## config.mk

```make
export PLATFORM = sky130hd
export DESIGN_NAME = hostport
export DESIGN_NICKNAME = d
export VERILOG_FILES = /design/src/rtl/hp_pkg.sv /design/src/rtl/hp_sync.sv /design/src/rtl/hp_regbank.sv /design/src/rtl/hp_ctrl.sv /design/src/rtl/hostport.sv
export SDC_FILE = /design/constraint.sdc
export NUM_CORES = 1
export LEC_CHECK = 0
export ABC_AREA = 0
export BUFFER_PORTS_ARGS = -buffer_cell sky130_fd_sc_hd__clkbuf_2
export CAP_MARGIN = 20
export CORE_ASPECT_RATIO = 1.2
export CORE_MARGIN = 4
export CORE_UTILIZATION = 59
export DETAILED_ROUTE_END_ITERATION = 6
export PLACE_DENSITY = 0.86
export SYNTH_ARGS = -nofsm -noshare
export SYNTH_HDL_FRONTEND = slang
export SYNTH_SLANG_ARGS = --single-unit
```

## constraint.sdc

```tcl
create_clock -name clk -period 3.5 [get_ports clk]
set_clock_uncertainty 0.15 [all_clocks]
set_input_delay 0.7 -clock clk [delete_from_list [all_inputs] [get_ports clk]]
set_output_delay 0.7 -clock clk [all_outputs]
set_load 0.01 [all_outputs]
```

## src/rtl/hp_pkg.sv

```systemverilog
package hp_pkg;
  localparam int CMD_W = 8;

  // command byte, first shifted bit is rd
  typedef struct packed {
    logic       burst;
    logic [1:0] rsv;
    logic [3:0] addr;
    logic       rd;
  } cmd_t;

  typedef enum logic [1:0] {
    ST_CMD  = 2'd0,
    ST_DATA = 2'd1,
    ST_DROP = 2'd2
  } port_st_t;
endpackage

```

## src/rtl/hp_sync.sv

```systemverilog
module hp_sync #(
  parameter int            W      = 1,
  parameter int            STAGES = 2,
  parameter logic [W-1:0]  RST_V  = '0
) (
  input  logic         clk,
  input  logic         rst_n,
  input  logic [W-1:0] d,
  output logic [W-1:0] q
);
  logic [W-1:0] stg [STAGES];

  always_ff @(posedge clk or negedge rst_n) begin
    if (!rst_n) begin
      for (int i = 0; i < STAGES; i++) stg[i] <= RST_V;
    end else begin
      stg[0] <= d;
      for (int i = 1; i < STAGES; i++) stg[i] <= stg[i-1];
    end
  end

  assign q = stg[STAGES-1];
endmodule

```

## src/rtl/hp_regbank.sv

```systemverilog
module hp_regbank #(
  parameter int ADDR_W = 4,
  parameter int DATA_W = 8,
  localparam int NREG  = 1 << ADDR_W
) (
  input  logic                   clk,
  input  logic                   rst_n,
  input  logic [DATA_W-1:0]      status_in,
  input  logic                   wr_en,
  input  logic [ADDR_W-1:0]      wr_addr,
  input  logic [DATA_W-1:0]      wr_data,
  input  logic [ADDR_W-1:0]      rd_addr,
  output logic [DATA_W-1:0]      rd_data,
  output logic [NREG*DATA_W-1:0] regs_flat
);
  logic [DATA_W-1:0] regs [NREG];

  generate
    for (genvar i = 0; i < NREG; i++) begin : g_reg
      if (i == 0) begin : g_stat
        // location 0 only mirrors the status input
        always_ff @(posedge clk or negedge rst_n) begin
          if (!rst_n) regs[i] <= '0;
          else        regs[i] <= status_in;
        end
      end else begin : g_cfg
        always_ff @(posedge clk or negedge rst_n) begin
          if (!rst_n)                                       regs[i] <= '0;
          else if (wr_en && wr_addr == ADDR_W'(i))          regs[i] <= wr_data;
        end
      end
      assign regs_flat[i*DATA_W +: DATA_W] = regs[i];
    end
  endgenerate

  assign rd_data = regs[rd_addr];
endmodule

```

## src/rtl/hp_ctrl.sv

```systemverilog
module hp_ctrl
  import hp_pkg::*;
#(
  parameter int ADDR_W = 4,
  parameter int DATA_W = 8
) (
  input  logic              clk,
  input  logic              rst_n,
  input  logic              cs_s,
  input  logic              sclk_s,
  input  logic              sdi_s,
  input  logic [DATA_W-1:0] rd_data,
  output logic [ADDR_W-1:0] rd_addr,
  output logic              upd_valid,
  output logic [ADDR_W-1:0] upd_addr,
  output logic [DATA_W-1:0] upd_data,
  output logic              sdo,
  output logic              sdo_oe,
  output logic              rise,
  output logic              fall,
  output logic              dropping
);
  localparam int CNT_W = $clog2(DATA_W);

  port_st_t          st;
  logic              sclk_q;
  logic [CNT_W-1:0]  bit_cnt;
  logic [DATA_W-1:0] sh, nx, tx_sr;
  logic [ADDR_W-1:0] cur_addr;
  logic              is_rd, burst, ld_pend;
  cmd_t              cmd;

  assign rise     = sclk_s & ~sclk_q;
  assign fall     = ~sclk_s & sclk_q;
  assign nx       = {sdi_s, sh[DATA_W-1:1]};
  assign cmd      = cmd_t'(nx[CMD_W-1:0]);
  assign rd_addr  = cur_addr;
  assign sdo_oe   = ~cs_s && st == ST_DATA && is_rd;
  assign dropping = st == ST_DROP;

  always_ff @(posedge clk or negedge rst_n) begin
    if (!rst_n) begin
      st        <= ST_CMD;
      sclk_q    <= 1'b0;
      bit_cnt   <= '0;
      sh        <= '0;
      tx_sr     <= '0;
      cur_addr  <= '0;
      is_rd     <= 1'b0;
      burst     <= 1'b0;
      ld_pend   <= 1'b0;
      upd_valid <= 1'b0;
      upd_addr  <= '0;
      upd_data  <= '0;
      sdo       <= 1'b0;
    end else begin
      sclk_q    <= sclk_s;
      upd_valid <= 1'b0;
      ld_pend   <= 1'b0;
      if (ld_pend) tx_sr <= rd_data;
      if (cs_s) begin
        st      <= ST_CMD;
        bit_cnt <= '0;
      end else begin
        if (rise) begin
          sh      <= nx;
          bit_cnt <= bit_cnt + 1'b1;
          if (bit_cnt == CNT_W'(DATA_W-1)) begin
            unique case (st)
              ST_CMD: begin
                if (cmd.rsv != 2'b00) st <= ST_DROP;
                else begin
                  st       <= ST_DATA;
                  cur_addr <= cmd.addr;
                  is_rd    <= cmd.rd;
                  burst    <= cmd.burst;
                  ld_pend  <= cmd.rd;
                end
              end
              ST_DATA: begin
                if (!is_rd && cur_addr != '0) begin
                  upd_valid <= 1'b1;
                  upd_addr  <= cur_addr;
                  upd_data  <= nx;
                end
                if (burst) begin
                  cur_addr <= cur_addr + 1'b1;
                  ld_pend  <= is_rd;
                end else begin
                  st <= ST_DROP;
                end
              end
              default: ;
            endcase
          end
        end
        if (fall && st == ST_DATA && is_rd) begin
          sdo   <= tx_sr[0];
          tx_sr <= tx_sr >> 1;
        end
      end
    end
  end
endmodule

```

## src/rtl/hostport.sv

```systemverilog
module hostport #(
  parameter int ADDR_W   = 4,
  parameter int DATA_W   = 8,
  parameter int SYNC_STG = 2,
  localparam int NREG    = 1 << ADDR_W
) (
  input  logic                   clk,
  input  logic                   rst_n,
  input  logic                   cs_n,
  input  logic                   sclk,
  input  logic                   sdi,
  output logic                   sdo,
  output logic                   sdo_oe,
  input  logic [DATA_W-1:0]      status_in,
  output logic [NREG*DATA_W-1:0] regs_flat,
  output logic                   upd_valid,
  output logic [ADDR_W-1:0]      upd_addr,
  output logic [DATA_W-1:0]      upd_data
);
  logic [2:0]        pins_s;
  logic [DATA_W-1:0] rd_data;
  logic [ADDR_W-1:0] rd_addr;
  logic              rise_w, fall_w, drop_w;

  hp_sync #(.W(3), .STAGES(SYNC_STG), .RST_V(3'b100)) u_sync (
    .clk  (clk),
    .rst_n(rst_n),
    .d    ({cs_n, sclk, sdi}),
    .q    (pins_s)
  );

  hp_ctrl #(.ADDR_W(ADDR_W), .DATA_W(DATA_W)) u_ctrl (
    .clk      (clk),
    .rst_n    (rst_n),
    .cs_s     (pins_s[2]),
    .sclk_s   (pins_s[1]),
    .sdi_s    (pins_s[0]),
    .rd_data  (rd_data),
    .rd_addr  (rd_addr),
    .upd_valid(upd_valid),
    .upd_addr (upd_addr),
    .upd_data (upd_data),
    .sdo      (sdo),
    .sdo_oe   (sdo_oe),
    .rise     (rise_w),
    .fall     (fall_w),
    .dropping (drop_w)
  );

  hp_regbank #(.ADDR_W(ADDR_W), .DATA_W(DATA_W)) u_bank (
    .clk      (clk),
    .rst_n    (rst_n),
    .status_in(status_in),
    .wr_en    (upd_valid),
    .wr_addr  (upd_addr),
    .wr_data  (upd_data),
    .rd_addr  (rd_addr),
    .rd_data  (rd_data),
    .regs_flat(regs_flat)
  );
endmodule

```

==> results of run 1 <==
==> state kept, by name, summed over array words and instances, names as in the netlist, 2 cells and up <==
| register | flops |
|---|---|
| u_ctrl.st | 2 |
| u_ctrl.bit_cnt | 3 |
| u_ctrl.upd_data | 8 |
| u_ctrl.upd_addr | 4 |
| u_ctrl.tx_sr | 8 |
| u_ctrl.sh | 7 |
| u_bank.regs_flat | 128 |
| u_sync.stg | 3 |
| u_ctrl.rd_addr | 4 |
| u_sync.q | 3 |
==> logic make-up after synthesis <==
logic type	count (synthesis)	share of synthesized area [%]
buffers and inverters	40	2.366
DFF	176	56.68
adders and majority gates	4	0.6437
AOI/OAI and AO/OA	59	5.584
xor gates and xnor gates	1	0.1127
muxes	200	29.47
and+or+nand+nor	79	5.150
==> worst max-delay path: stages, from the launching register on <==
cell and delay [ps]:
dfrtp_1 410, nor3b_2 650, nand2_4 100, a2111oi_4 820, mux2_2 420
==> synth_stat cells, types with 2 or more instances <==
library cell  number  area share (%)
mux4_2             9             2.6
buf_4              3            0.29
mux2i_1           50             6.4
nand2_1           13            0.63
nand2b_1           7            0.56
a21oi_1           11            0.71
dfstp_2            2            0.68
dfrtp_1          174              56
nor2_1            31             1.5
buf_2              6            0.39
a22oi_1           15             1.4
or3_1              4            0.32
clkbuf_1          23             1.1
nor2b_1            5            0.40
and2_1             2            0.16
nand3_1            2            0.13
nand3b_1           3            0.29
inv_1              6            0.29
nor3_1             5            0.32
buf_6              2            0.29
ha_1               4            0.64
a22o_1             7            0.79
o41ai_1            7            0.79
mux2_2           141              20
o21ai_0           10            0.64
==> metal layers <==
layer  routed length [microns]  share of wire, %
met4                       694               3.3
met1                      8067                39
met5                         0                 0
met3                      1523               7.3
met2                     10520                51
==> where the power goes <==
group / internal (mW) / switching, mW
registers: 2.08 / 0.0574
logic: 0.0543 / 0.0734
clock network: 1.30 / 0.770
==> cell type report <==
cell class,instances,area (sq um),area share (%)
sequential,176,4408,47.32
clock buffer,21,460.4,4.943
timing repair buffer,161,852.1,9.147
tap,164,205.2,2.203
inverter,6,22.52,0.2418
clock inverter,9,182.7,1.961
multi-input combinational,343,3184,34.18
==> final timing paths <==
path | end | start
max | u_ctrl.upd_data[7]$_DFFE_PN0P_ | u_sync.q[1]$_DFF_PN0_
min | u_bank.regs_flat[93]$_DFFE_PN0P_ | rst_n
max reg2reg | u_ctrl.upd_data[7]$_DFFE_PN0P_ | u_sync.q[1]$_DFF_PN0_
min reg2reg | u_sync.q[2]$_DFF_PN1_ | u_sync.stg[5]$_DFF_PN1_
max in group asynchronous | u_ctrl.rd_addr[1]$_DFFE_PN0P_ | rst_n
min in group clk | u_sync.stg[5]$_DFF_PN1_ | cs_n
==> metrics.md, run 1 <==
| Metric | Value |
|---|---|
| Final weighted congestion in routability-driven placement | `~0.94` |
| Unique masters post-synth | `42` |
| Classification of the worst setup path | `reg2reg` |
| Worst Setup Start Kind | `flip-flop` |
| Remaining max-slew budget at the tightest pin | `~30%` |
| Seq/Total Area, Yosys | `between 50% and 60%` |
| Via density | `between 6 and 7` |
| Total number of nets in the final design | `between 700 and 800` |
| Post-DRT Antenna Nets | `0` |
| Total Negative Setup Slacks | `0 ps` |
| Cell Count Post-Placement | `850` |
| Final Worst Setup Slack | `a little over 800 ps` |
| Overall power after layout | `roughly 4.3 mW` |
| Leading cell type in the layout, fill and taps excluded | `dfrtp_1` |
| Count of hold buffers inserted by post-cts repair | `0` |
| Final number of max-transition violations | `0` |
| Layout Utilization | `roughly 73%` |
| Number of buffers on the longest clock path | `2` |
| Arr. time, crit path | `between 2000 and 3000 ps` |
| Final hold vios | `0` |
| Share of layout cells above drive strength 1 | `about 50%` |
| Die Area | `~0.015 sq mm` |
| TritonCTS sink count | `between 150 and 200` |
| Met2 demand-to-capacity share in global routing | `a little under half` |
| Final worst hold slack | `between 40 and 50 ps` |
| Run status | `complete, no violations` |
| Clock tree from TritonCTS | `built` |
| Initial core utilization | `about three fifths` |
| Hold Crit Class | `in2async` |
| Met3 track utilization from global routing | `7.042%` |
| RSZ-0062 raised after global routing | `no` |
| Number of gates given a new drive strength after cts | `0` |
| Count of H-tree levels built during CTS | `4` |
| Routed WL | `around 21 mm` |
| Fillers | `roughly 800` |
| Horizontal die dimension | `around 110 microns` |
| Total vias in the final route | `5441` |
| Total iterations of the first detailed-routing run | `5` |
| Core area | `~0.013 sq mm` |
| Required time at the endpoint of the critical path | `roughly 3700 ps` |
| Growth of design area from synthesis to finish | `19.81%` |
| Prevailing post-synth register cell | `dfrtp_1` |
| Clock slew at the register clock pins of the worst setup and hold paths | `around 70 ps` |
| Largest net degree at the start of global routing | `just over 60` |
| Maxcap violations | `0` |
| Root buffer cell | `clkbuf_16` |
| Detailed placement HPWL | `between 10 and 15 mm` |
| Layout Cells excl Fill | `just under 900` |
| Total of endpoints with negative setup slack in the final report | `0` |
| Syn Area/Cell | `between 10 and 15 sq um` |
| Residual overflow from global routing | `0` |
| Final critical path time including I/O delays and setup | `~2700 ps` |
| Post-CTS setup repair buffer count | `0` |
| Commonest non-fill, non-tap cells in the layout | `173 x dfrtp_1, 154 x clkbuf_2, 141 x mux2_2` |
| Cell Pwr Density | `between 400 and 500 mW/mm^2` |
| Syn Inst Count | `around 560` |
| Final Cycle Share | `76.61%` |
| Die extent in y | `roughly 130 microns` |
| Placed cell areas | `roughly 0.0087 sq mm` |
| CP endpoint kind | `flip-flop` |
| Minimum setup slack among reg-to-reg paths | `about 820 ps` |
| Num rows | `45` |
| Static Leakage | `approximately 4.6 nW` |
| Via count of the first global-routing pass | `roughly 5700` |
| Number of buffer cells added on primary ports | `155` |
| Mapped Nets | `around 580` |
| Met1 Resource Use GR | `36.32%` |
| Fmax | `372.9 MHz` |
| Number of register bits inferred by synthesis | `176` |
| Total GRT Usage | `about 28%` |
| Post-route DRC | `0` |
| Top-level I/O count | `between 150 and 200` |
| Critical path peak fanout | `13` |
| Post-synthesis instance area | `between 0.007 and 0.008 sq mm` |
| Average wire per standard cell | `23.64 microns` |
| Global-route wire length before repair | `approximately 33 mm` |
| Post-synth EDFFs | `0` |
| Iter 0 DRT Violations | `463` |
| Placement-stage worst setup slack | `between 800 and 900 ps` |
| Count of cells along the worst register-to-register path | `4` |
| Warnings from Yosys | `0` |
| Proportion of register bits with asynchronous set or reset after synthesis | `100.0%` |
| Actual slew at the worst max-slew pin | `about 1100 ps` |
| Antenna fix cells | `0` |
| Number of buffers created by CTS | `17` |
| Skew-Pair Late Insertion Delay | `approximately 440 ps` |
| Worst-case vdd ir drop | `between 0.3 and 0.4 mV` |
| Most used routing layer | `met2` |
| Post-Layout Inst Area | `between 0.009 and 0.01 sq mm` |
| Initial antenna violation count | `0` |
Note: power is estimated with default switching activity, not from simulation.
==> run 2, diff against run 1 <==
--- a/config.mk
+++ b/config.mk
@@ -10,9 +10,9 @@
 export CAP_MARGIN = 20
 export CORE_ASPECT_RATIO = 1.2
 export CORE_MARGIN = 4
-export CORE_UTILIZATION = 59
+export CORE_UTILIZATION = 55
 export DETAILED_ROUTE_END_ITERATION = 6
-export PLACE_DENSITY = 0.86
+export PLACE_DENSITY = 0.81
 export SYNTH_ARGS = -nofsm -noshare
 export SYNTH_HDL_FRONTEND = slang
 export SYNTH_SLANG_ARGS = --single-unit
==> constraint.sdc (replaced) <==
create_clock -name clk -period 2.65 [get_ports clk]
set_clock_uncertainty 0.15 [all_clocks]
set_input_delay 0.53 -clock clk [delete_from_list [all_inputs] [get_ports clk]]
set_output_delay 0.53 -clock clk [all_outputs]
set_load 0.01 [all_outputs]
==> metrics.md, run 2 (synthesis results as in run 1) <==
| Metric | Value |
|---|---|
| Final hold vios | `0` |
| Critical path peak fanout | `13` |
| Iter 0 DRT Violations | `545` |
| Root buffer cell | `clkbuf_16` |
| Growth of design area from synthesis to finish | `21.18%` |
| Actual slew at the worst max-slew pin | `roughly 800 ps` |
| Horizontal die dimension | `approximately 120 microns` |
| Share of layout cells above drive strength 1 | `about half` |
| Average wire per standard cell | `between 20 and 25 microns` |
| Minimum setup slack among reg-to-reg paths | `490 ps` |
| Die Area | `around 0.016 sq mm` |
| Cell Pwr Density | `roughly 570 mW/mm^2` |
| Die extent in y | `approximately 140 microns` |
| Worst hold start | `cs_n` |
| Placement-stage worst setup slack | `around 500 ps` |
| Worst Setup Start Kind | `flip-flop` |
| Total of endpoints with negative setup slack in the final report | `0` |
| Total iterations of the first detailed-routing run | `5` |
| Skew-Pair Late Insertion Delay | `~420 ps` |
| Num rows | `47` |
| Number of buffer cells added on primary ports | `about 160` |
| Final weighted congestion in routability-driven placement | `0.8622` |
| Critical R2R Capture | `u_ctrl.upd_data[3]$_DFFE_PN0P_` |
| CP endpoint kind | `flip-flop` |
| Worst min-delay path endpoint | `u_sync.stg[5]$_DFF_PN1_` |
| Antenna fix cells | `0` |
| Post-route DRC | `0` |
| Initial antenna violation count | `0` |
| Number of stages on the worst hold path | `1` |
| Hold Crit Class | `in2reg` |
| Remaining max-slew budget at the tightest pin | `46.10%` |
| Most Frequent Cell on Critical Path | `ha_1` |
| Worst-case vdd ir drop | `just under 0.5 mV` |
| Post-Layout Inst Area | `between 0.009 and 0.01 sq mm` |
| Total Negative Setup Slacks | `0 ps` |
| Worst-path cell with the longest stage delay | `dfrtp_1` |
| Count of cells along the worst register-to-register path | `7` |
| Classification of the worst setup path | `reg2reg` |
| Total vias in the final route | `~5400` |
| Top-level I/O count | `~160` |
| Final Worst Setup Slack | `~500 ps` |
| Max FFs per register | `roughly 130` |
| Final critical path time including I/O delays and setup | `2164 ps` |
| Detailed placement HPWL | `14.66 mm` |
| Final worst hold slack | `around 43 ps` |
| Number of buffers created by CTS | `17` |
| Final Cycle Share | `about four fifths` |
| Clock tree from TritonCTS | `built` |
| Global-route wire length before repair | `about 32 mm` |
| Leading cell type in the layout, fill and taps excluded | `dfrtp_1` |
| Via density | `between 5 and 6` |
| Total GRT Usage | `26.30%` |
| Clock slew at the register clock pins of the worst setup and hold paths | `roughly 60 ps` |
| Initial core utilization | `between 50 and 60%` |
| Post-DRT Antenna Nets | `0` |
| Maximum single-stage delay on the critical path | `between 300 and 400 ps` |
| Final number of max-transition violations | `0` |
| Arr. time, crit path | `2320 ps` |
| TritonCTS sink count | `~180` |
| Largest net degree at the start of global routing | `66` |
| Static Leakage | `4.709 nW` |
| Required time at the endpoint of the critical path | `between 2000 and 3000 ps` |
| Total number of nets in the final design | `between 700 and 800` |
| Commonest non-fill, non-tap cells in the layout | `173 x dfrtp_1, 154 x clkbuf_2, 141 x mux2_2` |
| Via count of the first global-routing pass | `5667` |
| Maxcap violations | `0` |
| Routed WL | `20.56 mm` |
| Run status | `complete, no violations` |
| CP Cell Sequence | `ha_1, ha_1, and2b_1, nand2_4, a2111oi_4, buf_4, mux2_2` |
| Fillers | `about 1000` |
| Residual overflow from global routing | `0` |
| RSZ-0062 raised after global routing | `no` |
| Count of H-tree levels built during CTS | `4` |
| Placed cell areas | `just under 0.009 sq mm` |
| Worst flop-to-flop path startpoint | `u_ctrl.bit_cnt[0]$_DFFE_PN0N_` |
| Fmax | `between 400 and 500 MHz` |
| Core area | `0.01382 sq mm` |
| Number of buffers on the longest clock path | `2` |
## run 2: cell count changes in the layout (fill, tap and decap cells not counted)
cell	delta
buf_12	+2
buf_4	+16
bufinv_16	-3
clkbuf_1	+3
clkbuf_8	+1
clkinv_2	+5
clkinv_4	-2
clkinvlp_4	-2
dlygate4sd3_1	+1
## run 2: metrics by stage
step / std cells / power (mW) / util, %
2_1_floorplan: 559 / 2.915 / -
3_3_place_gp: 875 / 3.019 / 63.97
3_5_place_dp: 875 / 3.032 / 63.97
4_1_cts: 908 / 5.437 / 68.18
5_1_grt: 908 / 5.587 / 68.18
6_report: 908 / 5.410 / 68.18
## run 2: cell type report
cell class | instances | area [sq um] | share of cell area [%]
clock inverter | 7 | 85.08 | 0.9031
clock buffer | 25 | 485.5 | 5.153
timing repair buffer | 180 | 1022 | 10.85
inverter | 6 | 22.52 | 0.2390
sequential | 176 | 4408 | 46.79
tap | 171 | 214.0 | 2.271
multi-input combinational | 343 | 3184 | 33.80
## run 2: how the worst max path moves through the flow
stage	from	endpoint	slack, ps	depth (start not counted)
2_1_floorplan	u_ctrl.rd_addr[1]$_DFFE_PN0P_	u_ctrl.upd_addr[3]$_DFFE_PN0P_	390	8
3_3_place_gp	u_ctrl.bit_cnt[0]$_DFFE_PN0N_	u_ctrl.upd_data[3]$_DFFE_PN0P_	570	7
3_5_place_dp	u_ctrl.bit_cnt[0]$_DFFE_PN0N_	u_ctrl.upd_data[3]$_DFFE_PN0P_	510	7
4_1_cts	u_ctrl.bit_cnt[0]$_DFFE_PN0N_	u_ctrl.upd_data[3]$_DFFE_PN0P_	500	7
5_1_grt	u_ctrl.bit_cnt[0]$_DFFE_PN0N_	u_ctrl.upd_data[3]$_DFFE_PN0P_	410	7
6_report	u_ctrl.bit_cnt[0]$_DFFE_PN0N_	u_ctrl.upd_data[3]$_DFFE_PN0P_	490	7
## run 2: critical path: cells and delay by family (launching register included)
| family | cells | cell delay, ps |
|---|---|---|
| fa+ha+maj | 2 | 310 |
| mux | 1 | 370 |
| simple gates | 2 | 270 |
| buf+inv | 1 | 260 |
| flops | 1 | 380 |
| compound gates | 1 | 320 |
## run 2: timing repair
action                                 CTS  global route
buffers inserted                         0             0
resized for setup                        0             0
hold buffers                             1             0
endpoints found under the hold margin   62             0
## run 2: per-layer routing
layer | share of wire (%) | up-vias | GRT usage, %
met4 | 3.8 | 0 | 11.23
li1 | - | 2374 | -
met5 | 0 | - | 0
met3 | 6.2 | 44 | 5.900
met2 | 51 | 203 | 41.50
met1 | 39 | 2814 | 35.03
## run 2: report_power, final
group          internal (mW)  total (mW)  switching (mW)
Combinational         0.0752       0.171          0.0962
Clock                   1.46        2.42           0.969
Sequential              2.75        2.81          0.0678
